### src/rtl/rtc_bank_pkg.sv
`timescale 1ns/1ps
package rtc_bank_pkg;
  localparam int NSEC = 5;
  // section order: alarm0, alarm1, control, clock, status
  localparam int SEC_BASE [NSEC] = '{0, 8, 16, 48, 63};
  localparam int SEC_SIZE [NSEC] = '{8, 8, 4, 8, 1};
  typedef enum logic [2:0] {
    SEC_AL0  = 3'd0,
    SEC_AL1  = 3'd1,
    SEC_CTL  = 3'd2,
    SEC_CLK  = 3'd3,
    SEC_STAT = 3'd4,
    SEC_NONE = 3'd5
  } sec_e;
  localparam int CLK_BYTES  = 8;
  localparam int CLK_IDX_W  = $clog2(CLK_BYTES);
  localparam int AL_BYTES   = 8;
  localparam int CTL_BYTES  = 4;
  localparam int CFG_BYTES  = 2 * AL_BYTES + CTL_BYTES;
  localparam int STAT_RTCF  = 0;
  localparam int STAT_WEL   = 1;
  localparam int STAT_RWEL  = 2;
  localparam int STAT_BAT   = 7;
  localparam logic [7:0] Y2K_RESET = 8'h20;
endpackage

### src/rtl/rtc_bank_decode.sv
`timescale 1ns/1ps
module rtc_bank_decode
  import rtc_bank_pkg::*;
#(
  parameter int ADDR_W = 6
) (
  input  logic [ADDR_W-1:0] addr,
  output sec_e              sec,
  output logic [ADDR_W-1:0] nxt
);
  logic [NSEC-1:0] hit;

  for (genvar s = 0; s < NSEC; s++) begin : g_hit
    assign hit[s] = (int'(addr) >= SEC_BASE[s]) &&
                    (int'(addr) <  SEC_BASE[s] + SEC_SIZE[s]);
  end

  always_comb begin
    sec = SEC_NONE;
    nxt = addr + 1'b1;
    for (int s = 0; s < NSEC; s++) begin
      if (hit[s]) begin
        sec = sec_e'(3'(s));
        if (int'(addr) == SEC_BASE[s] + SEC_SIZE[s] - 1)
          nxt = ADDR_W'(SEC_BASE[s]);
      end
    end
  end
endmodule

### src/rtl/rtc_bank_clock.sv
`timescale 1ns/1ps
module rtc_bank_clock
  import rtc_bank_pkg::*;
#(
  parameter int BYTES  = CLK_BYTES,
  parameter int DATA_W = 8,
  localparam int IDX_W = $clog2(BYTES)
) (
  input  logic                    clk,
  input  logic                    rst,
  input  logic                    host_we,
  input  logic [IDX_W-1:0]        host_idx,
  input  logic [DATA_W-1:0]       host_din,
  input  logic                    tick_we,
  input  logic [IDX_W-1:0]        tick_idx,
  input  logic [DATA_W-1:0]       tick_din,
  input  logic                    snap_take,
  output logic [BYTES*DATA_W-1:0] live_flat,
  output logic [BYTES*DATA_W-1:0] snap_flat
);
  for (genvar i = 0; i < BYTES; i++) begin : g_byte
    localparam logic [DATA_W-1:0] RV = (i == BYTES - 1) ? DATA_W'(Y2K_RESET) : '0;
    logic [DATA_W-1:0] live_q;
    logic [DATA_W-1:0] snap_q;

    // host write outranks the time base on the same byte
    always_ff @(posedge clk) begin
      if (rst)
        live_q <= RV;
      else if (host_we && host_idx == IDX_W'(i))
        live_q <= host_din;
      else if (tick_we && tick_idx == IDX_W'(i))
        live_q <= tick_din;
    end

    // copy takes the value held before this edge
    always_ff @(posedge clk) begin
      if (rst)
        snap_q <= RV;
      else if (snap_take)
        snap_q <= live_q;
    end

    assign live_flat[i*DATA_W +: DATA_W] = live_q;
    assign snap_flat[i*DATA_W +: DATA_W] = snap_q;
  end
endmodule

### src/rtl/rtc_bank_cfg.sv
`timescale 1ns/1ps
module rtc_bank_cfg
  import rtc_bank_pkg::*;
#(
  parameter int DEPTH  = CFG_BYTES,
  parameter int DATA_W = 8,
  localparam int IDX_W = $clog2(DEPTH)
) (
  input  logic              clk,
  input  logic              rst,
  input  logic              we,
  input  logic [IDX_W-1:0]  idx,
  input  logic [DATA_W-1:0] din,
  output logic [DATA_W-1:0] dout
);
  logic [DATA_W-1:0] mem_q [DEPTH];

  function automatic logic [DATA_W-1:0] rst_val(input int i);
    if (i == AL_BYTES - 1 || i == 2 * AL_BYTES - 1)
      return DATA_W'(Y2K_RESET);
    return '0;
  endfunction

  always_ff @(posedge clk) begin
    if (rst) begin
      for (int i = 0; i < DEPTH; i++)
        mem_q[i] <= rst_val(i);
    end else if (we) begin
      mem_q[idx] <= din;
    end
  end

  // idx stays below DEPTH whenever the result is selected
  assign dout = mem_q[idx];
endmodule

### src/rtl/rtc_regbank.sv
`timescale 1ns/1ps
module rtc_regbank
  import rtc_bank_pkg::*;
#(
  parameter int ADDR_W = 6,
  parameter int DATA_W = 8
) (
  input  logic                        clk,
  input  logic                        rst,
  input  logic                        cmd_go,
  input  logic                        cmd_rd,
  input  logic                        cmd_cur,
  input  logic [ADDR_W-1:0]           cmd_addr,
  input  logic                        byte_wr,
  input  logic [DATA_W-1:0]           byte_din,
  input  logic                        byte_rd,
  input  logic                        txn_end,
  input  logic                        tick_we,
  input  logic [CLK_IDX_W-1:0]        tick_idx,
  input  logic [DATA_W-1:0]           tick_din,
  input  logic                        bat_in,
  output logic                        rd_valid,
  output logic [DATA_W-1:0]           rd_data,
  output logic                        txn_active,
  output logic [CLK_BYTES*DATA_W-1:0] clk_now
);
  localparam int CFG_IDX_W = $clog2(CFG_BYTES);

  logic              active_q, is_rd_q, first_q;
  logic              wel_q, rwel_q, rtcf_q;
  logic [ADDR_W-1:0] ptr_q;
  sec_e              sec;
  logic [ADDR_W-1:0] nxt_addr;

  logic rd_acc, wr_acc, op, stat_abort, op_take, rd_take;
  logic wr_en, clk_we, cfg_we, stat_we, in_cfg;
  logic [DATA_W-1:0] cfg_dout, stat_byte, rd_mux, snap_byte;
  logic [CLK_BYTES*DATA_W-1:0] snap_flat;

  rtc_bank_decode #(.ADDR_W(ADDR_W)) dec_i (
    .addr (ptr_q),
    .sec  (sec),
    .nxt  (nxt_addr)
  );

  // byte requests only count inside an open transaction of their direction
  assign rd_acc     = active_q &&  is_rd_q && byte_rd && !cmd_go && !txn_end;
  assign wr_acc     = active_q && !is_rd_q && byte_wr && !cmd_go && !txn_end;
  assign op         = rd_acc || wr_acc;
  assign stat_abort = op && (sec == SEC_STAT) && !first_q;
  assign op_take    = op && !stat_abort;
  assign rd_take    = rd_acc && !stat_abort;

  assign wr_en   = wel_q && rwel_q;
  assign in_cfg  = (sec == SEC_AL0) || (sec == SEC_AL1) || (sec == SEC_CTL);
  assign clk_we  = wr_acc && (sec == SEC_CLK) && wr_en;
  assign cfg_we  = wr_acc && in_cfg && wr_en;
  assign stat_we = wr_acc && (sec == SEC_STAT) && first_q;

  // clock base is aligned to 8 bytes and the config sections start at 0
  rtc_bank_clock #(.BYTES(CLK_BYTES), .DATA_W(DATA_W)) clk_i (
    .clk       (clk),
    .rst       (rst),
    .host_we   (clk_we),
    .host_idx  (ptr_q[CLK_IDX_W-1:0]),
    .host_din  (byte_din),
    .tick_we   (tick_we),
    .tick_idx  (tick_idx),
    .tick_din  (tick_din),
    .snap_take (cmd_go && cmd_rd),
    .live_flat (clk_now),
    .snap_flat (snap_flat)
  );

  rtc_bank_cfg #(.DEPTH(CFG_BYTES), .DATA_W(DATA_W)) cfg_i (
    .clk  (clk),
    .rst  (rst),
    .we   (cfg_we),
    .idx  (ptr_q[CFG_IDX_W-1:0]),
    .din  (byte_din),
    .dout (cfg_dout)
  );

  always_comb begin
    stat_byte            = '0;
    stat_byte[STAT_BAT]  = bat_in;
    stat_byte[STAT_RWEL] = rwel_q;
    stat_byte[STAT_WEL]  = wel_q;
    stat_byte[STAT_RTCF] = rtcf_q;
  end

  assign snap_byte = snap_flat[ptr_q[CLK_IDX_W-1:0]*DATA_W +: DATA_W];

  always_comb begin
    case (sec)
      SEC_AL0, SEC_AL1, SEC_CTL: rd_mux = cfg_dout;
      SEC_CLK:                   rd_mux = snap_byte;
      SEC_STAT:                  rd_mux = stat_byte;
      default:                   rd_mux = '0;
    endcase
  end

  always_ff @(posedge clk) begin
    if (rst) begin
      active_q <= 1'b0;
      is_rd_q  <= 1'b0;
      first_q  <= 1'b1;
      ptr_q    <= '0;
      rd_valid <= 1'b0;
      rd_data  <= '0;
      wel_q    <= 1'b0;
      rwel_q   <= 1'b0;
      rtcf_q   <= 1'b1;
    end else begin
      rd_valid <= rd_take;
      if (rd_take)
        rd_data <= rd_mux;
      if (cmd_go) begin
        active_q <= 1'b1;
        is_rd_q  <= cmd_rd;
        first_q  <= 1'b1;
        if (!cmd_cur)
          ptr_q <= cmd_addr;
      end else if (txn_end || stat_abort) begin
        active_q <= 1'b0;
      end else if (op_take) begin
        ptr_q   <= nxt_addr;
        first_q <= 1'b0;
      end
      if (stat_we) begin
        wel_q  <= byte_din[STAT_WEL];
        rwel_q <= byte_din[STAT_RWEL];
      end
      if (clk_we)
        rtcf_q <= 1'b0;
    end
  end

  assign txn_active = active_q;
endmodule

### config.mk
export PLATFORM = sky130hd
export DESIGN_NAME = rtc_regbank
export DESIGN_NICKNAME = d
export VERILOG_FILES = /design/src/rtl/rtc_bank_pkg.sv /design/src/rtl/rtc_bank_decode.sv /design/src/rtl/rtc_bank_clock.sv /design/src/rtl/rtc_bank_cfg.sv /design/src/rtl/rtc_regbank.sv
export SDC_FILE = /design/constraint.sdc
export NUM_CORES = 1
export LEC_CHECK = 0
export BUFFER_PORTS_ARGS = -buffer_cell sky130_fd_sc_hd__buf_4
export CAP_MARGIN = 25
export CELL_PAD_IN_SITES_DETAIL_PLACEMENT = 1
export CELL_PAD_IN_SITES_GLOBAL_PLACEMENT = 2
export CORE_UTILIZATION = 46
export CTS_CLUSTER_SIZE = 10
export DETAILED_ROUTE_END_ITERATION = 8
export GPL_ROUTABILITY_DRIVEN = 0
export PLACE_DENSITY = 0.95
export SYNTH_ARGS = -nofsm -noshare
export SYNTH_HDL_FRONTEND = slang
export SYNTH_SLANG_ARGS = --single-unit
### constraint.sdc
create_clock -name clk -period 5.2 [get_ports clk]
set_input_delay 1.04 -clock clk [delete_from_list [all_inputs] [get_ports clk]]
set_output_delay 1.04 -clock clk [all_outputs]
set_load 0.005 [all_outputs]
==> reports/qor.log <==
INFO  synth          ys_seq_elements=410
INFO  sta            finClkSkew=0.0194ns
INFO  routing        detail_route.wirelength=52.4mm
INFO  clocking       post-cts-setup-buffer-count=0
INFO  power_and_ir_drop power.leakage=7.52nW
INFO  routing        drt_pass1_iterations=7
INFO  clocking       post_cts.resized_instances=0
INFO  critical_path  worst_ep_required_time=5.39ns
INFO  floorplanning  dieHeight=200um
INFO  critical_path  endpoint_kind=flop
INFO  routing        routed_wire_length_per_instance=24.3um
INFO  sta            setup_repair_after_global_routing_missed_its_margin=false
INFO  run            maxCapViolations=0
INFO  sta            hold_violations=0
INFO  critical_path  r2r_end=cfg_i.mem_q[8][0]$_SDFFCE_PN0P_
INFO  floorplanning  die-area=0.0399mm^2
INFO  finish         share_of_cells_above_drive_strength_1=0.180
INFO  synth          post_synth_inst_count=1440
INFO  routing        detail_route.iter0.violations=1010
INFO  global_routing all_layer_gr_usage=0.270
INFO  floorplanning  ios=109
INFO  clocking       clock_latency_reported_for_the_late_side_of_the_worst_skew_pair=0.57ns
INFO  global_routing grt_antenna_before_repair=1
INFO  placed_design  place_inst=2067
INFO  critical_path  critical_path_arrival=3.78ns
INFO  sta            timing.setup.tns=0ns
INFO  finish         num-nets-final=1646
INFO  sta            timing.final.setup_violations=0
INFO  sta            finalMaxSlewViolations=0
INFO  sta            whs=0.455ns
INFO  global_routing grt_pass1_vias=13000
INFO  worst_hold_path min_delay_path_depth=2
INFO  worst_hold_path timing.hold.worst_endpoint=clk_i.g_byte[1].snap_q[7]$_SDFFE_PP0P_
INFO  synth          synth_flop_type=sky130_fd_sc_hd__edfxtp_1
INFO  synth          synth_async_sr_flop_share=0
INFO  clocking       tritoncts=built
INFO  clocking       clkSinkCount=410
INFO  synth          synthesis.area_per_instance=12.5um^2
INFO  routing        antenna_left=0
INFO  finish         final_area=0.0209mm^2
INFO  power_and_ir_drop vdd.ir_drop.worst=0.242mV
INFO  clocking       cts_root_buffer=sky130_fd_sc_hd__clkbuf_16
INFO  floorplanning  fp-row-count=72
INFO  sta            timing_worst_slew_pin_value=1.09ns
INFO  sta            finalCritPeriodShare=0.689
INFO  synth          synth_warnings=0
INFO  status         status=completed
INFO  clocking       clkSlewWorstSetupHoldPaths=0.06ns
INFO  global_routing grt_max_degree=86
INFO  floorplanning  core=0.0386mm^2
INFO  clocking       cts_made_buffers=47
INFO  routing        via_count=12300
INFO  finish         finalNonFillerCells=2155
INFO  clocking       number_of_levels_in_the_clock_h_tree=2
INFO  finish         mostFrequentLayoutCells=256 x sky130_fd_sc_hd__edfxtp_1, 161 x sky130_fd_sc_hd__and2_1, 156 x sky130_fd_sc_hd__nand2_1, 151 x sky130_fd_sc_hd__dfxtp_1, 136 x sky130_fd_sc_hd__buf_4
INFO  critical_path  worst-setup-path-type=in2reg
INFO  critical_path  worst_r2r_startpoint=ptr_q[3]$_SDFFE_PP0N_
INFO  sta            layout_min_cycle_time=3.58ns
INFO  critical_path  startpoint_type=input pin
INFO  finish         areaGrowthSynthToFinish=16.3%
INFO  placed_design  dpl_cell_area=0.0196mm^2
INFO  finish         most_common_cell_after_layout_fill_and_taps_aside=sky130_fd_sc_hd__edfxtp_1
INFO  sta            timing.slew.headroom=0.263
INFO  worst_hold_path hp-class=reg2reg
INFO  critical_path  timing.critical_path.fanout_max=18
INFO  synth          library_cells_used_by_synthesis=56
INFO  global_routing wire_length_of_the_first_global_routing_pass=79.0mm
INFO  clocking       holdBufCountCts=0
INFO  clocking       clk_path_buf_depth=3
INFO  routing        viasPerCell=5.70
INFO  global_routing globalRouteOverflowTotal=0
INFO  worst_hold_path hold_start=clk_i.g_byte[1].snap_q[7]$_SDFFE_PP0P_
INFO  placed_design  place_hpwl=34.6mm
INFO  floorplanning  die_width=200um
INFO  synth          sequential_cell_area_fraction_in_the_yosys_report=0.599
INFO  routing        drcViolationCount=0
INFO  finish         diodes=0
INFO  sta            max_clock_freq=0.279GHz
INFO  finish         final_util=0.541
INFO  placed_design  port_buffers=108
INFO  critical_path  setup.reg_to_reg.worst_slack=1.81ns
INFO  synth          count_of_flip_flops_with_a_built_in_enable_after_synthesis=256
INFO  synth          post_synth_instance_area=0.0180mm^2
INFO  power_and_ir_drop power-per-cell-area=342mW/mm^2
INFO  floorplanning  initial_core_utilization=0.466
INFO  critical_path  reg2regPathDepth=4
==> Yosys cell counts (3+ instances only) <==
cell type                   number  area share
sky130_fd_sc_hd__nand2_1       157       0.033
sky130_fd_sc_hd__buf_2          23      0.0064
sky130_fd_sc_hd__o211ai_1        4      0.0017
sky130_fd_sc_hd__a22o_1          4      0.0019
sky130_fd_sc_hd__mux2i_1        90       0.050
sky130_fd_sc_hd__nand4b_1        3      0.0015
sky130_fd_sc_hd__nor2b_1         6      0.0021
sky130_fd_sc_hd__clkbuf_1       68       0.014
sky130_fd_sc_hd__a21oi_1        78       0.022
sky130_fd_sc_hd__mux2_2         15      0.0094
sky130_fd_sc_hd__nand4_1         3      0.0010
sky130_fd_sc_hd__nor3b_1         4      0.0017
sky130_fd_sc_hd__nor3_1         10      0.0028
sky130_fd_sc_hd__o41ai_1         3      0.0015
sky130_fd_sc_hd__buf_1          31      0.0065
sky130_fd_sc_hd__nor4_1          3      0.0010
sky130_fd_sc_hd__ha_1            6      0.0042
sky130_fd_sc_hd__o22ai_1         4      0.0014
sky130_fd_sc_hd__a2bb2oi_1       3      0.0015
sky130_fd_sc_hd__a211oi_1       64       0.027
sky130_fd_sc_hd__a22oi_1        10      0.0042
sky130_fd_sc_hd__o21ai_0        30      0.0083
sky130_fd_sc_hd__nand3b_1        8      0.0033
sky130_fd_sc_hd__dfxtp_1       154        0.17
sky130_fd_sc_hd__inv_1          11      0.0023
sky130_fd_sc_hd__and2_1        162       0.056
sky130_fd_sc_hd__a31oi_1         7      0.0024
sky130_fd_sc_hd__nand3_1        17      0.0047
sky130_fd_sc_hd__or3_1           3      0.0010
sky130_fd_sc_hd__mux4_2         74       0.093
sky130_fd_sc_hd__nand2b_1        5      0.0017
sky130_fd_sc_hd__edfxtp_1      256        0.43
sky130_fd_sc_hd__nor2_1         94       0.020
==> worst max-delay path: stages <==
cell	delay, ns
sky130_fd_sc_hd__buf_4	0.17
sky130_fd_sc_hd__or3b_2	0.54
sky130_fd_sc_hd__nor3_1	0.56
sky130_fd_sc_hd__nand3_1	0.51
sky130_fd_sc_hd__o21ai_0	0.95
==> cell families (layout without fill, tap and decap cells) <==
logic type / after synthesis / in the layout / synth area share
compound gates: 225 / 225 / 0.0803
fa+ha+maj: 6 / 6 / 0.00417
buf+inv: 133 / 235 / 0.0293
flops: 410 / 410 / 0.599
mux: 179 / 179 / 0.152
other cells: 1 / 96 / 0.000208
simple gates: 486 / 486 / 0.135
==> state kept, by name, indices dropped and copies added, names as in the netlist, 6 cells and up, named ones only <==
name,flops
clk_i.g_byte.live_q,64
cfg_i.mem_q,256
ptr_q,6
rd_data,8
clk_i.g_byte.snap_q,64
==> power by group <==
group          internal [mW]  total (mW)  leakage, nW  switching, mW
combinational          0.213       0.529         3.19          0.316
sequential              3.60        3.69         3.71         0.0843
clock                   1.68        2.95        0.622           1.27
total                   5.50        7.17         7.52           1.67
==> metal layers <==
layer | track usage | share of wire | vias up
met2 | 0.466 | 0.50 | 412
met4 | 0.0953 | 0.029 | 2
met1 | 0.342 | 0.41 | 6274
met3 | 0.0462 | 0.058 | 88
li1 | - | - | 5503
met5 | 0 | 0.00025 | -
==> through the flow <==
step                setup WS, ns  total power [mW]
global placement            1.22              4.24
detailed placement          1.01              4.28
floorplan                   1.78              4.05
global route                1.50              7.38
finish                      1.62              7.17
CTS                         1.60              7.21
==> worst max-delay path by stage <==
stage                start                               end  slack, ns  cells past startpoint
floorplan           cmd_go  cfg_i.mem_q[15][0]$_SDFFCE_PN0P_       1.78                      6
global placement    cmd_go  cfg_i.mem_q[12][5]$_SDFFCE_PN0P_       1.22                      5
detailed placement  cmd_go   cfg_i.mem_q[8][6]$_SDFFCE_PN0P_       1.01                      5
CTS                 cmd_go  cfg_i.mem_q[12][6]$_SDFFCE_PN0P_       1.60                      5
global route        cmd_go   cfg_i.mem_q[8][0]$_SDFFCE_PN0P_       1.50                      5
finish              cmd_go   cfg_i.mem_q[8][0]$_SDFFCE_PN0P_       1.62                      5
==> layout make-up <==
cell class                      count  area [um^2]
Tap cell                          518          648
Clock inverter                      2         16.3
Multi-Input combinational cell    992         7060
Timing Repair Buffer              143         1080
Fill cell                        3946        17700
Clock buffer                       79         1300
Sequential cell                   410        10800
Inverter                           11         41.3
Note: power is estimated with default switching activity, not from simulation.
